--- src/rtl/mbist_pkg.sv ---
package mbist_pkg;

  localparam int ELEM_W   = 3;
  localparam int OPI_W    = 2;
  localparam int N_OPS    = 1 << OPI_W;
  localparam int N_ELEMS  = 1 << ELEM_W;
  localparam int N_ALGS   = 4;

  // One RAM operation: rd=1 read expecting val, rd=0 write val
  typedef struct packed {
    logic rd;
    logic val;
  } mop_t;

  typedef struct packed {
    logic [OPI_W-1:0] last;
    mop_t [N_OPS-1:0] ops;
  } melem_t;

  typedef enum logic [1:0] {
    ST_IDLE,
    ST_RUN,
    ST_FLUSH,
    ST_DONE
  } mstate_t;

  localparam mop_t OP_R0 = '{rd: 1'b1, val: 1'b0};
  localparam mop_t OP_R1 = '{rd: 1'b1, val: 1'b1};
  localparam mop_t OP_W0 = '{rd: 1'b0, val: 1'b0};
  localparam mop_t OP_W1 = '{rd: 1'b0, val: 1'b1};

endpackage

--- src/rtl/mbist_alg_rom.sv ---
module mbist_alg_rom
  import mbist_pkg::*;
#(
  parameter int SEL_W = 3
) (
  input  logic [SEL_W-1:0]   sel,
  input  logic [ELEM_W-1:0]  idx,
  output melem_t             elem,
  output logic [N_ELEMS-1:0] dir_vec,
  output logic [ELEM_W-1:0]  last_idx,
  output logic               known
);

  function automatic melem_t mk(input int n, input mop_t a, input mop_t b, input mop_t c);
    melem_t m;
    m        = '0;
    m.last   = OPI_W'(n - 1);
    m.ops[0] = a;
    m.ops[1] = b;
    m.ops[2] = c;
    return m;
  endfunction

  always_comb begin
    elem     = '0;
    dir_vec  = '0;
    last_idx = '0;
    known    = 1'b1;
    case (int'(sel))
      0: begin
        last_idx = ELEM_W'(2);
        dir_vec  = N_ELEMS'(8'b0000_0100);
        case (int'(idx))
          0:       elem = mk(1, OP_W0, OP_W0, OP_W0);
          1:       elem = mk(2, OP_R0, OP_W1, OP_W0);
          2:       elem = mk(2, OP_R1, OP_W0, OP_W0);
          default: elem = '0;
        endcase
      end
      1: begin
        last_idx = ELEM_W'(2);
        dir_vec  = N_ELEMS'(8'b0000_0100);
        case (int'(idx))
          0:       elem = mk(1, OP_W0, OP_W0, OP_W0);
          1:       elem = mk(2, OP_R0, OP_W1, OP_W0);
          2:       elem = mk(3, OP_R1, OP_W0, OP_R0);
          default: elem = '0;
        endcase
      end
      2: begin
        last_idx = ELEM_W'(3);
        dir_vec  = N_ELEMS'(8'b0000_0100);
        case (int'(idx))
          0:       elem = mk(1, OP_W0, OP_W0, OP_W0);
          1:       elem = mk(2, OP_R0, OP_W1, OP_W0);
          2:       elem = mk(2, OP_R1, OP_W0, OP_W0);
          3:       elem = mk(1, OP_R0, OP_R0, OP_R0);
          default: elem = '0;
        endcase
      end
      3: begin
        last_idx = ELEM_W'(5);
        dir_vec  = N_ELEMS'(8'b0001_1000);
        case (int'(idx))
          0:       elem = mk(1, OP_W0, OP_W0, OP_W0);
          1:       elem = mk(2, OP_R0, OP_W1, OP_W0);
          2:       elem = mk(2, OP_R1, OP_W0, OP_W0);
          3:       elem = mk(2, OP_R0, OP_W1, OP_W0);
          4:       elem = mk(2, OP_R1, OP_W0, OP_W0);
          5:       elem = mk(1, OP_R0, OP_R0, OP_R0);
          default: elem = '0;
        endcase
      end
      default: known = 1'b0;
    endcase
  end

endmodule

--- src/rtl/mbist_addr_seq.sv ---
module mbist_addr_seq #(
  parameter int ADDR_W = 4
) (
  input  logic              clk,
  input  logic              rst,
  input  logic              load,
  input  logic              load_down,
  input  logic              step,
  output logic [ADDR_W-1:0] addr,
  output logic              at_end
);

  localparam logic [ADDR_W-1:0] TOP_ADDR = '1;

  logic down_q;

  always_ff @(posedge clk) begin
    if (rst) begin
      addr   <= '0;
      down_q <= 1'b0;
    end else if (load) begin
      down_q <= load_down;
      addr   <= load_down ? TOP_ADDR : '0;
    end else if (step) begin
      addr <= down_q ? addr - 1'b1 : addr + 1'b1;
    end
  end

  assign at_end = down_q ? (addr == '0) : (addr == TOP_ADDR);

endmodule

--- src/rtl/mbist_resp_chk.sv ---
module mbist_resp_chk
  import mbist_pkg::*;
#(
  parameter int ADDR_W = 4
) (
  input  logic              clk,
  input  logic              rst,
  input  logic              clr,
  input  logic              force_fail,
  input  logic              iss_rd,
  input  logic              iss_exp,
  input  logic [ADDR_W-1:0] iss_addr,
  input  logic [ELEM_W-1:0] iss_elem,
  input  logic              rdata,
  output logic              fail,
  output logic [ADDR_W-1:0] fail_addr,
  output logic [ELEM_W-1:0] fail_elem
);

  logic              p_rd;
  logic              p_exp;
  logic [ADDR_W-1:0] p_addr;
  logic [ELEM_W-1:0] p_elem;

  // Align the issued read with the RAM's one-cycle output latency
  always_ff @(posedge clk) begin
    if (rst) begin
      p_rd   <= 1'b0;
      p_exp  <= 1'b0;
      p_addr <= '0;
      p_elem <= '0;
    end else begin
      p_rd   <= iss_rd;
      p_exp  <= iss_exp;
      p_addr <= iss_addr;
      p_elem <= iss_elem;
    end
  end

  always_ff @(posedge clk) begin
    if (rst) begin
      fail      <= 1'b0;
      fail_addr <= '0;
      fail_elem <= '0;
    end else if (clr) begin
      fail      <= force_fail;
      fail_addr <= '0;
      fail_elem <= '0;
    end else if (p_rd && (rdata != p_exp) && !fail) begin
      fail      <= 1'b1;
      fail_addr <= p_addr;
      fail_elem <= p_elem;
    end
  end

endmodule

--- src/rtl/mbist_ctrl.sv ---
module mbist_ctrl
  import mbist_pkg::*;
#(
  parameter int ADDR_W = 4,
  parameter int SEL_W  = 3
) (
  input  logic              clk,
  input  logic              rst,
  input  logic              start,
  input  logic [SEL_W-1:0]  alg_sel,
  output logic [ADDR_W-1:0] mem_addr,
  output logic              mem_we,
  output logic              mem_wdata,
  input  logic              mem_rdata,
  output logic              done,
  output logic              fail,
  output logic [ADDR_W-1:0] fail_addr,
  output logic [ELEM_W-1:0] fail_elem
);

  mstate_t           st_q;
  logic [ELEM_W-1:0] elem_q;
  logic [ELEM_W-1:0] elem_nxt;
  logic [OPI_W-1:0]  opi_q;
  logic              flush_q;
  logic              done_q;
  logic [ADDR_W-1:0] mem_addr_q;
  logic              mem_we_q;
  logic              mem_wdata_q;
  logic              rd_q;
  logic [ELEM_W-1:0] elem_tag_q;

  melem_t             cur_elem;
  mop_t               cur_op;
  logic [N_ELEMS-1:0] dir_vec;
  logic [ELEM_W-1:0]  last_idx;
  logic               known;

  logic [ADDR_W-1:0] seq_addr;
  logic              seq_end;
  logic              seq_load;
  logic              seq_load_down;
  logic              seq_step;

  logic idle_like;
  logic begin_req;
  logic op_last;
  logic elem_last;
  logic busy;

  mbist_alg_rom #(.SEL_W(SEL_W)) u_rom (
    .sel      (alg_sel),
    .idx      (elem_q),
    .elem     (cur_elem),
    .dir_vec  (dir_vec),
    .last_idx (last_idx),
    .known    (known)
  );

  assign cur_op    = cur_elem.ops[opi_q];
  assign elem_nxt  = elem_q + 1'b1;
  assign idle_like = (st_q == ST_IDLE) || (st_q == ST_DONE);
  assign begin_req = idle_like && start;
  assign op_last   = (opi_q == cur_elem.last);
  assign elem_last = (elem_q == last_idx);
  assign busy      = (st_q == ST_RUN) || (st_q == ST_FLUSH);

  // Address sequencer control: element 0 always ascends
  always_comb begin
    seq_load      = 1'b0;
    seq_load_down = 1'b0;
    seq_step      = 1'b0;
    if (begin_req) begin
      seq_load = 1'b1;
    end else if (st_q == ST_RUN && op_last) begin
      if (!seq_end) begin
        seq_step = 1'b1;
      end else if (!elem_last) begin
        seq_load      = 1'b1;
        seq_load_down = dir_vec[elem_nxt];
      end
    end
  end

  mbist_addr_seq #(.ADDR_W(ADDR_W)) u_addr (
    .clk       (clk),
    .rst       (rst),
    .load      (seq_load),
    .load_down (seq_load_down),
    .step      (seq_step),
    .addr      (seq_addr),
    .at_end    (seq_end)
  );

  always_ff @(posedge clk) begin
    if (rst) begin
      st_q        <= ST_IDLE;
      elem_q      <= '0;
      opi_q       <= '0;
      flush_q     <= 1'b0;
      done_q      <= 1'b0;
      mem_addr_q  <= '0;
      mem_we_q    <= 1'b0;
      mem_wdata_q <= 1'b0;
      rd_q        <= 1'b0;
      elem_tag_q  <= '0;
    end else begin
      mem_we_q <= 1'b0;
      rd_q     <= 1'b0;
      unique case (st_q)
        ST_IDLE, ST_DONE: begin
          if (start) begin
            elem_q <= '0;
            opi_q  <= '0;
            if (known) begin
              st_q   <= ST_RUN;
              done_q <= 1'b0;
            end else begin
              st_q   <= ST_DONE;
              done_q <= 1'b1;
            end
          end
        end
        ST_RUN: begin
          mem_addr_q  <= seq_addr;
          mem_we_q    <= !cur_op.rd;
          mem_wdata_q <= cur_op.val;
          rd_q        <= cur_op.rd;
          elem_tag_q  <= elem_q;
          if (!op_last) begin
            opi_q <= opi_q + 1'b1;
          end else begin
            opi_q <= '0;
            if (seq_end) begin
              if (elem_last) begin
                st_q    <= ST_FLUSH;
                flush_q <= 1'b0;
              end else begin
                elem_q <= elem_nxt;
              end
            end
          end
        end
        ST_FLUSH: begin
          flush_q <= 1'b1;
          if (flush_q) begin
            st_q    <= ST_DONE;
            done_q  <= 1'b1;
            flush_q <= 1'b0;
          end
        end
        default: st_q <= ST_IDLE;
      endcase
    end
  end

  mbist_resp_chk #(.ADDR_W(ADDR_W)) u_chk_resp (
    .clk        (clk),
    .rst        (rst),
    .clr        (begin_req),
    .force_fail (!known),
    .iss_rd     (rd_q),
    .iss_exp    (mem_wdata_q),
    .iss_addr   (mem_addr_q),
    .iss_elem   (elem_tag_q),
    .rdata      (mem_rdata),
    .fail       (fail),
    .fail_addr  (fail_addr),
    .fail_elem  (fail_elem)
  );

  assign mem_addr  = mem_addr_q;
  assign mem_we    = mem_we_q;
  assign mem_wdata = mem_wdata_q;
  assign done      = done_q;

endmodule

--- config.mk ---
export PLATFORM = sky130hd
export DESIGN_NAME = mbist_ctrl
export DESIGN_NICKNAME = d
export VERILOG_FILES = /design/src/rtl/mbist_pkg.sv /design/src/rtl/mbist_alg_rom.sv /design/src/rtl/mbist_addr_seq.sv /design/src/rtl/mbist_resp_chk.sv /design/src/rtl/mbist_ctrl.sv
export SDC_FILE = /design/constraint.sdc
export NUM_CORES = 1
export LEC_CHECK = 0
export ABC_AREA = 1
export BUFFER_PORTS_ARGS = -buffer_cell sky130_fd_sc_hd__clkbuf_2
export CORE_AREA = 2 2 70 72
export DETAILED_ROUTE_END_ITERATION = 6
export DIE_AREA = 0 0 72 74
export GPL_TIMING_DRIVEN = 0
export PLACE_DENSITY = 0.67
export SYNTH_ARGS = -nofsm -noshare
export SYNTH_HDL_FRONTEND = slang
export SYNTH_SLANG_ARGS = --single-unit
--- constraint.sdc ---
create_clock -name clk -period 5.3 [get_ports clk]
set_input_delay 0.265 -clock clk [delete_from_list [all_inputs] [get_ports clk]]
set_output_delay 0.265 -clock clk [all_outputs]
set_load 0.01 [all_outputs]
Word-level counts from Yosys, hierarchy flattened
Cells that the tools add are included.
- $add $sub $neg: 4
- $lt $le $gt $ge: 2
- equality and inequality tests: 21
- mux-type cells: 54
- bitwise gates (word level): 1
- reductions and logical operators: 29
- operators with widths (operator ; number):
    $pmux W9 S3 ; 2
    $pmux W10 S4 ; 1
    $mux W1 ; 23
    $pmux W10 S2 ; 1
    $mux W2 ; 9
    $pmux W9 S2 ; 1
    $mux W4 ; 4
    $eq A3 B2 Y1 const B ; 4
    $mux W3 ; 4
    $ne A2 B2 Y1 const B ; 6
    $reduce_or A2 Y1 ; 6
    $pmux W5 S2 ; 1
    $reduce_and A5 Y1 ; 2
    $reduce_bool A2 Y1 ; 5
    $pmux W3 S3 ; 1
    $eq A3 B1 Y1 const B ; 2
    $eq A3 B3 Y1 const B ; 2
    $pmux W2 S3 ; 1
    $pmux W3 S2 ; 1
    $add A4 B1 Y4 const B ; 1
    $bmux W2 S2 ; 1
    $eq A2 B2 Y1 const B ; 2
    $eq A4 B4 Y1 const B ; 1
    $logic_and A1 B1 Y1 ; 4
    other kinds (23) ; 26
- register bits: 41
- output and inout bits: 15
- word-level logic and storage cells: 130

Depth between registers and ports, before layout
- depth in word-level cells: 11
- mapped depth: 15
- depth with buffers taken out: 15

By module
Synthesis repeated with hierarchy kept, for this count alone.
- cells, all modules: 378
- area, all modules: 2496.1 um^2
- modules (own cells, without submodules) (module ; instances ; cells an instance ; area an instance (um^2) ; seq. area each (um^2)):
    mbist_ctrl ; 1 ; 169 ; 1143.6 ; 380.4
    mbist_resp_chk ; 1 ; 99 ; 695.7 ; 340.3
    mbist_addr_seq ; 1 ; 52 ; 346.6 ; 100.1
    mbist_alg_rom ; 1 ; 58 ; 310.3 ; 0.0

Least setup slack after synthesis
Ideal clock, no wire load.
- path kind: reg2reg
- from: register elem_q[0]
- to: register elem_q[0]
- setup time: 0.132 ns
- data arrival time: 1.730 ns
- path slack: 3.439 ns
- stages on the path, launching flop included: 12
- cells stage by stage: dfxtp_1 -> inv_1 -> ha_1 -> inv_1 -> nor2_1 -> nand3_1 -> xor2_1 -> nand4_1 -> nand2_2 -> nand3_1 -> nand2_1 -> a21oi_1
- cells in the longest elaborated chain, start to end: 7
- elaborated cells on any way between the ends: 22
- classes of those cells: add/sub: 1; eq/ne: 9; mux: 9; reduce/logical: 3
- ends and longest elaborated chain (what ; RTL line ; text):
    from (decl) ; mbist_ctrl.sv:22 ; logic [ELEM_W-1:0] elem_q;
    from (signal assigned) ; mbist_ctrl.sv:139 ; elem_q <= elem_nxt;
    $eq A3 B2 Y1 (tied with other cells) ; - ;
    $reduce_or A2 Y1 (no line) ; - ;
    $pmux W9 S3 ; mbist_alg_rom.sv:64 ; case (int'(idx))
    $pmux W10 S4 ; mbist_alg_rom.sv:29 ; case (int'(sel))
    $eq A2 B2 Y1 ; mbist_ctrl.sv:64 ; assign op_last = (opi_q == cur_elem.last);
    $ne A2 B2 Y1 (no line) ; - ;
    $reduce_and A5 Y1 (no line) ; - ;
Parallel ways exist; a longest one is shown, timed or not. The select of a mux whose other input is x is not followed.
A chain may end at the register's enable or synchronous reset.

Worst setup path after layout
- from: register elem_q[0]
- to: register elem_q[1]
Same word-level chain as after synthesis.

==> key figures <==
Logic synthesis
  – Distinct cells, synth: 34
  – Main synth FF type: dfxtp_1
  – Avg Inst Size Synth: 7.20 um^2
  – Synthesized net count: 321
  – Post-synth ARST share: 0
  – Seq/Total Area, Yosys: 0.376
  – Synthesized flop and latch total: 41
  – Yosys warns: 0
  – Post-Synthesis Cell Area: 2180 um^2
  – Post-Synthesis Cells: 303
  – Number of synthesized flops with an enable pin: 0

Setup path
  – Critical Path Sink: elem_q[1]
  – FF-to-FF path depth: 11
  – Arrival time at the worst endpoint: 2390 ps
  – WS Path Type: register to register
  – Worst r2r src: elem_q[0]
  – CP max FO: 7
  – Crit. Startpoint: elem_q[0]
  – Worst EP required: 5470 ps
  – Launching element type of the critical path: register
  – Reg2reg setup slack: 3080 ps
  – Crit. End Element: register
  – Worst R2R End: elem_q[1]

STA
  – Skew final: 5.41 ps
  – TNS Setup: 0 ps
  – Minimum clock period: 2220 ps
  – Headroom to the max-slew limit: 0.575
  – Max Fclk: 0.451 GHz
  – Final setup violation count: 0
  – Max-slew violation count: 0
  – Period utilization: 0.419
  – Min Hold Slack: 363 ps
  – Worst slew pin tran: 631 ps
  – RSZ-0062 raised after global routing: false
  – Fin. Hold Viols: 0

Min path
  – Worst hold path class: input port to register

CTS
  – CTS Root Cell: clkbuf_8
  – Htree depth: 2
  – Clock buffer count from CTS: 5
  – # hold bufs at CTS: 0
  – Max Root-Sink Buffers: 2
  – CTS tree: yes
  – Clk Latency, worst-skew pair: 300 ps
  – Post-CTS sizing: 0
  – Setup Fix Bufs, Post-CTS: 0
  – Clock sink total: 41
  – Clk pin slew, worst setup/hold paths: 80 ps

Cells and area
  – Synthesis-to-layout area growth: 13.2%
  – Post-layout net count: 348
  – Share of layout cells above drive strength 1: 0.151
  – Most frequent cells in the layout: 59 x nand2_1, 44 x nor2_1, 41 x inv_1, 41 x dfxtp_1, 24 x a21oi_1
  – Commonest non-fill, non-tap cell in the layout: nand2_1
  – Antenna diodes: 0

Power
  – LEAKAGE: 1.12 nW
  – PD cells: 431 nW/um^2
  – Peak VDD IR: 0.213 mV

Floorplanning
  – Core area: 4600 um^2
  – Cell row count: 25
  – Die W: 72 um
  – Die ar.: 5330 um^2
  – IO Count: 22
  – Chip height: 74 um
  – Initial core utilization: 0.474

Outcome
  – Outcome: completed

GRT
  – Initial antenna violation count: 0
  – Total grt overflow: 0
  – Number of global-route vias before repair: 1,809
  – Gr usage total: 0.189
  – First-pass GRT wire length: 7850 um
  – Pin count of the biggest net entering global routing: 14

Route
  – Routed WL per cell: 11.8 um
  – Vias: 1,968
  – Final wirelength: 4550 um
  – First-pass iteration count of the detailed router: 5
  – Initial drt markers: 100
  – DRT antenna net count: 0
  – Routed vias/inst: 5.11
  – Drc violations: 0

Placement
  – Final GP Congestion: 0.881
  – Port Buf Inserts: 20
  – Final HPWL DP: 3450 um

Job
  – # Max-Cap Violations: 0
## flip-flops by register name, summed over array words and instances, names as in the netlist, 2 cells and up
| signal | flops |
|---|---|
| st_q | 2 |
| u_addr.addr | 4 |
| u_chk_resp.fail_addr | 4 |
| u_chk_resp.p_addr | 4 |
| mem_addr | 4 |
| u_chk_resp.fail_elem | 3 |
| u_chk_resp.p_elem | 3 |
| elem_q | 3 |
| elem_tag_q | 3 |
| opi_q | 2 |
## logic make-up (layout without fill, tap and decap cells)
logic type / count (synthesis) / count (layout) / synth area share
AOI/OAI and AO/OA: 40 / 40 / 0.104
buffers and inverters: 49 / 77 / 0.0843
xor gates and xnor gates: 4 / 4 / 0.0161
and+or+nand+nor: 158 / 158 / 0.352
DFF: 41 / 41 / 0.376
adders and majority gates: 11 / 11 / 0.0666
## worst min-delay path by stage
stage                      end  startpoint  cells after the start
2_1_floorplan  u_chk_resp.p_rd        rd_q                      2
3_3_place_gp   u_chk_resp.p_rd        rd_q                      2
3_5_place_dp   u_chk_resp.p_rd        rd_q                      2
4_1_cts        u_chk_resp.p_rd         rst                      2
5_1_grt        u_chk_resp.p_rd         rst                      2
6_report       u_chk_resp.p_rd         rst                      2
## area by class of cell
type                       count  area, um^2
timing repair buffer          20         100
inverter                      46         173
multi-input combinational    213        1180
clock buffer                   6        82.6
fill                         468        2130
buffer                         3        11.3
sequential                    41         821
clock inverter                 2        37.5
tap                           54        67.6
## through the flow
stage	util	total power, mW	setup WS, ps	cell area (um^2)	std cells
floorplan	-	0.708	3440	2180	303
global placement	0.511	0.799	3140	2350	377
detailed placement	0.511	0.804	3140	2350	377
CTS	0.537	1.07	3110	2470	385
global route	0.537	1.15	2840	2470	385
finish	0.537	1.06	3080	2470	385
## critical path: stages (launching register included)
cell and delay, ps:
dfxtp_1 390, inv_1 170, ha_1 200, inv_1 60, nor2_1 170, nand3_1 140
xor2_1 330, nand4_1 160, nand2_2 160, nand3_1 140, nand2_1 100, a21oi_1 60
## Yosys cell counts, drive strengths merged (2+ instances only)
library cell	n	area, um^2
a21oi	25	136
clkbuf	3	11.3
dfxtp	41	821
ha	10	125
inv	45	169
nand2	63	246
nand3	25	170
nand3b	5	37.5
nand4	8	50.1
nor2	49	215
nor3	5	30.0
o21ai	10	50.0
xnor2	2	17.5
xor2	2	17.5
## where the power goes
group / switching [mW] / leakage, nW / internal [mW]
clock network: 0.112 / 0.0574 / 0.153
logic: 0.260 / 0.733 / 0.137
registers: 0.0302 / 0.334 / 0.372
## routing by layer
metal	vias up	GRT usage	wire length (um)
met4	0	0.0755	50
met1	867	0.241	2190
met2	60	0.319	2050
met5	-	0	0
li1	1037	-	-
met3	4	0.0366	254
Power figures use the tool's default switching activity.
